### src/rtl/aud_irq_pkg.sv
package aud_irq_pkg;
  localparam int unsigned CH_N = 3;

  typedef enum logic [1:0] {
    CH_PLAY0 = 2'd0,
    CH_PLAY1 = 2'd1,
    CH_CAPT  = 2'd2
  } chan_e;

  // Channel index i maps to status bit CH_N-1-i.
  function automatic int unsigned pend_pos(input int unsigned ch);
    return CH_N - 1 - ch;
  endfunction
endpackage

### src/rtl/aud_irq_en_shadow.sv
module aud_irq_en_shadow #(
  parameter int unsigned N      = 3,
  parameter int unsigned WORD_W = 32,
  parameter int unsigned EN_LSB = 8
) (
  input  logic              clk,
  input  logic              rst_n,
  input  logic              wr_en,
  input  logic [WORD_W-1:0] wr_data,
  output logic [N-1:0]      en_q,
  output logic [N-1:0]      drop
);
  logic [N-1:0] wr_en_bits;

  assign wr_en_bits = wr_data[EN_LSB +: N];
  // Falling enable: held at 1, written with 0.
  assign drop = wr_en ? (en_q & ~wr_en_bits) : '0;

  always_ff @(posedge clk or negedge rst_n) begin
    if (!rst_n)     en_q <= '0;
    else if (wr_en) en_q <= wr_en_bits;
  end
endmodule

### src/rtl/aud_irq_pend_cell.sv
module aud_irq_pend_cell (
  input  logic clk,
  input  logic rst_n,
  input  logic hit,
  input  logic drop,
  output logic pend_d,
  output logic pend_q
);
  // Clear wins over a simultaneous set.
  assign pend_d = drop ? 1'b0 : (pend_q | hit);

  always_ff @(posedge clk or negedge rst_n) begin
    if (!rst_n) pend_q <= 1'b0;
    else        pend_q <= pend_d;
  end
endmodule

### src/rtl/aud_irq_status_pack.sv
module aud_irq_status_pack #(
  parameter int unsigned N       = 3,
  parameter int unsigned WORD_W  = 32,
  parameter int unsigned SRC_LSB = 5,
  parameter int unsigned SRC_W   = 2
) (
  input  logic [N-1:0]      pend_q,
  input  logic              sum_q,
  output logic [WORD_W-1:0] word
);
  import aud_irq_pkg::*;
  localparam int unsigned SUM_BIT = WORD_W - 1;

  always_comb begin
    word = '0;
    word[SRC_LSB +: SRC_W] = '1;
    word[SUM_BIT] = sum_q;
    for (int unsigned i = 0; i < N; i++) begin
      word[pend_pos(i)] = pend_q[i];
    end
  end
endmodule

### src/rtl/aud_irq_status.sv
module aud_irq_status #(
  parameter int unsigned N      = 3,
  parameter int unsigned WORD_W = 32,
  parameter int unsigned EN_LSB = 8
) (
  input  logic              clk,
  input  logic              rst_n,
  input  logic [N-1:0]      chan_done,
  input  logic              sctl_wr,
  input  logic [WORD_W-1:0] sctl_wdata,
  output logic [WORD_W-1:0] status_word,
  output logic              irq
);
  logic [N-1:0] en_q, drop, pend_d, pend_q;
  logic         sum_q;

  aud_irq_en_shadow #(.N(N), .WORD_W(WORD_W), .EN_LSB(EN_LSB)) u_en (
    .clk(clk), .rst_n(rst_n), .wr_en(sctl_wr), .wr_data(sctl_wdata),
    .en_q(en_q), .drop(drop)
  );

  for (genvar g = 0; g < N; g++) begin : g_ch
    aud_irq_pend_cell u_cell (
      .clk(clk), .rst_n(rst_n),
      .hit(chan_done[g] & en_q[g]), .drop(drop[g]),
      .pend_d(pend_d[g]), .pend_q(pend_q[g])
    );
  end

  // Summary register tracks the next pending state.
  always_ff @(posedge clk or negedge rst_n) begin
    if (!rst_n) sum_q <= 1'b0;
    else        sum_q <= |pend_d;
  end

  aud_irq_status_pack #(.N(N), .WORD_W(WORD_W)) u_pack (
    .pend_q(pend_q), .sum_q(sum_q), .word(status_word)
  );

  assign irq = sum_q;
endmodule

### config.mk
export PLATFORM = sky130hd
export DESIGN_NAME = aud_irq_status
export DESIGN_NICKNAME = d
export VERILOG_FILES = /design/src/rtl/aud_irq_pkg.sv /design/src/rtl/aud_irq_en_shadow.sv /design/src/rtl/aud_irq_pend_cell.sv /design/src/rtl/aud_irq_status_pack.sv /design/src/rtl/aud_irq_status.sv
export SDC_FILE = /design/constraint.sdc
export NUM_CORES = 1
export LEC_CHECK = 0
export ABC_AREA = 1
export CAP_MARGIN = 25
export CORE_MARGIN = 8
export CORE_UTILIZATION = 26
export DETAILED_ROUTE_END_ITERATION = 10
export PLACE_DENSITY = 0.83
export REMOVE_ABC_BUFFERS = 1
export SKIP_CTS_REPAIR_TIMING = 1
export SLEW_MARGIN = 20
export SYNTH_ARGS = -nofsm -noshare
export SYNTH_HDL_FRONTEND = slang
export SYNTH_SLANG_ARGS = --single-unit
### constraint.sdc
create_clock -name clk -period 1.58 [get_ports clk]
set_input_delay 0.316 -clock clk [delete_from_list [all_inputs] [get_ports clk]]
set_output_delay 0.316 -clock clk [all_outputs]
set_load 0.02 [all_outputs]
==> results of run 1 <==
[cell usage in the layout, fill, tap and decap left out]
| cell type | n |
|---|---|
| clkbuf_1 | 1 |
| clkbuf_4 | 3 |
| clkdlybuf4s50_1 | 13 |
| conb_1 | 28 |
| dfrtp_1 | 7 |
| inv_1 | 9 |
| inv_2 | 1 |
| nand2_1 | 12 |
| nand3_1 | 4 |
| o21ai_1 | 3 |
[through the flow]
step | power (mW) | instance area [um^2] | hold slack [ns] | utilization (%)
global placement | 0.397 | 562 | 0.499 | 28.6
global route | 0.608 | 588 | 0.350 | 30.0
floorplan | 0.330 | 398 | 0.0204 | -
detailed placement | 0.402 | 562 | 0.528 | 28.6
CTS | 0.568 | 588 | 0.347 | 30.0
finish | 0.561 | 588 | 0.333 | 30.0
[final cells by class]
type | instances | area, um^2 | area share, %
inverter | 10 | 37.5 | 6.38
multi-input combinational | 47 | 185 | 31.5
sequential | 7 | 175 | 29.8
timing repair buffer | 13 | 130 | 22.1
clock buffer | 4 | 26.3 | 4.47
tap | 27 | 33.8 | 5.74
[per-layer routing]
metal,part of all wire [%],vias up
met4,0,0
met2,42,32
met5,0,-
li1,-,167
met3,25,0
met1,32,148
[path summary, 6_finish.rpt]
check                                             endpoint                             from  depth (start not counted)
max                                         status_word[0]  g_ch[2].u_cell.pend_q$_DFF_PN0_                          1
min                               u_en.en_q[1]$_DFFE_PN0P_                            rst_n                          1
max reg2reg                                  irq$_DFF_PN0_         u_en.en_q[0]$_DFFE_PN0P_                          4
min reg2reg                       u_en.en_q[1]$_DFFE_PN0P_         u_en.en_q[1]$_DFFE_PN0P_                          2
max in group asynchronous  g_ch[0].u_cell.pend_q$_DFF_PN0_                            rst_n                          1
min in group clk                  u_en.en_q[1]$_DFFE_PN0P_         u_en.en_q[1]$_DFFE_PN0P_                          2
[sequential cells by signal, summed over array words and instances (netlist names)]
register / flops
g_ch.u_cell.pend_q: 3
irq: 1
u_en.en_q: 3
[cell usage after synthesis]
cell type and n:
buf_4 32, conb_1 2, dfrtp_1 7, inv_1 9, inv_2 1, nand2_1 12
nand3_1 4, o21ai_1 3
[cell families after synthesis]
| family | after synthesis | synth area share (%) |
|---|---|---|
| AOI/OAI and AO/OA | 3 | 2.78 |
| buffers and inverters | 42 | 51.4 |
| DFF | 7 | 32.4 |
| other | 2 | 1.39 |
| and+or+nand+nor | 16 | 12.0 |
[where the power goes]
group / switching (mW) / internal, mW / leakage (nW) / total, mW
Sequential: 0.0129 / 0.202 / 0.0781 / 0.215
Combinational: 0.124 / 0.0610 / 0.236 / 0.185
Clock: 0.0656 / 0.0964 / 0.0150 / 0.162
Total: 0.202 / 0.359 / 0.329 / 0.561
==> out/metrics.cfg, run 1 <==
[run_status]
run_status = completed

[die]
initial_core_util_pct = 27.6
dieWidth_um = 61.6
core_mm2 = 0.00196
die_area_mm2 = 0.00379
die_h_um = 61.6
std_cell_rows = 16
boundaryPins = 71

[global_route]
grt_overflow = 0
grt_pass1_wl_um = 1520
grt_pass1_vias = 365
busiest_layer = met2
grtUsageMet2_pct = 9.01
grt_max_degree = 8
antenna_found_initial = 0
use_met1_pct = 5.34
grtUsageTotal_pct = 5.74
grtUsageMet3_pct = 4.38

[pwr]
ir_drop_mv = 0.470
p_leak_nw = 0.329
cellPowerDensity_mw_per_mm2 = 954

[worst_hold_path]
hold_path.class = in -> async

[clock_tree]
ctsLongestPathBuffers = 2
cts-buffers-inserted = 3
cts_tree = yes
clk_pin_slew_worst_paths_ns = 0.05
insertion_delay_ns = 0.25
cts_root_buf = clkbuf_4
clock_sinks = 7
htreeDepth = 1

[worst_setup_path]
cp-start-kind = register
reg2reg_slack_ns = 0.78
end_kind = primary output
crit_path_cell_trace = clkdlybuf4s50_1
setup.worst_path.class = reg -> out
slowest_delay_ns = 0.61
crit_required_ns = 1.26
crit_family = buffers and inverters
arrival_ns = 1.21
cp_num_buf_inv = 1
slowest_stage = clkdlybuf4s50_1
critPathMaxFanout = 2

[placement]
routabilityCongestion = 0.884
post-dp-hpwl_um = 939
pre_cts_ws_ns = 0.295
numPlacedInstances = 104
numPortBuffers = 13

[synthesis]
synthCells = 70
seq_area_frac_synth_pct = 32.4
synth.cell_area_um2 = 541
synth_area_leaders = buf_4, dfrtp_1, nand2_1
synth_area_leader_cell = buf_4
ys_seq_elements = 7
ys_types = 8
yosys_warnings = 0
synth_top_area_share_pct = 44.4
avgSynthCellArea_um2 = 7.72

[drt]
dr.first_iter.drc_count = 9
via_per_inst = 3.21
drc = 0
detail_route.wirelength_um = 1050
num_vias = 347
ant_nets = 0
detail_route.first_pass.iterations = 2
wl_per_cell_um = 9.76

[sta]
hold_viol_final = 0
fin_crit_ns = 1.52
fin_crit_sh_pct = 96.4
setup_tns_ns = 0
timing.final.ws_setup_ns = 0.0566
setup_viol = 0
slew_violations = 0
fin_worst_skew_ns = 0.000978
fmax_mhz = 656
rsz0062_at_grt = no

[run]
maxCapViolations = 0

[layout]
layout-drive-gt1-share_pct = 4.94
fillers = 217
layout.cells.non_filler = 108
finalNetCount = 120
area_growth_pct = 8.80
diodes = 0

Note: power is estimated with default switching activity, not from simulation.
==> run 2, diff against run 1 <==
--- a/config.mk
+++ b/config.mk
@@ -9,6 +9,7 @@
 export CAP_MARGIN = 25
 export CORE_MARGIN = 8
 export CORE_UTILIZATION = 26
+export CTS_CLUSTER_SIZE = 25
 export DETAILED_ROUTE_END_ITERATION = 10
 export PLACE_DENSITY = 0.83
 export REMOVE_ABC_BUFFERS = 1
==> results of run 2 <==
No change in the layout: final DEF, timing and power equal those of run 1.
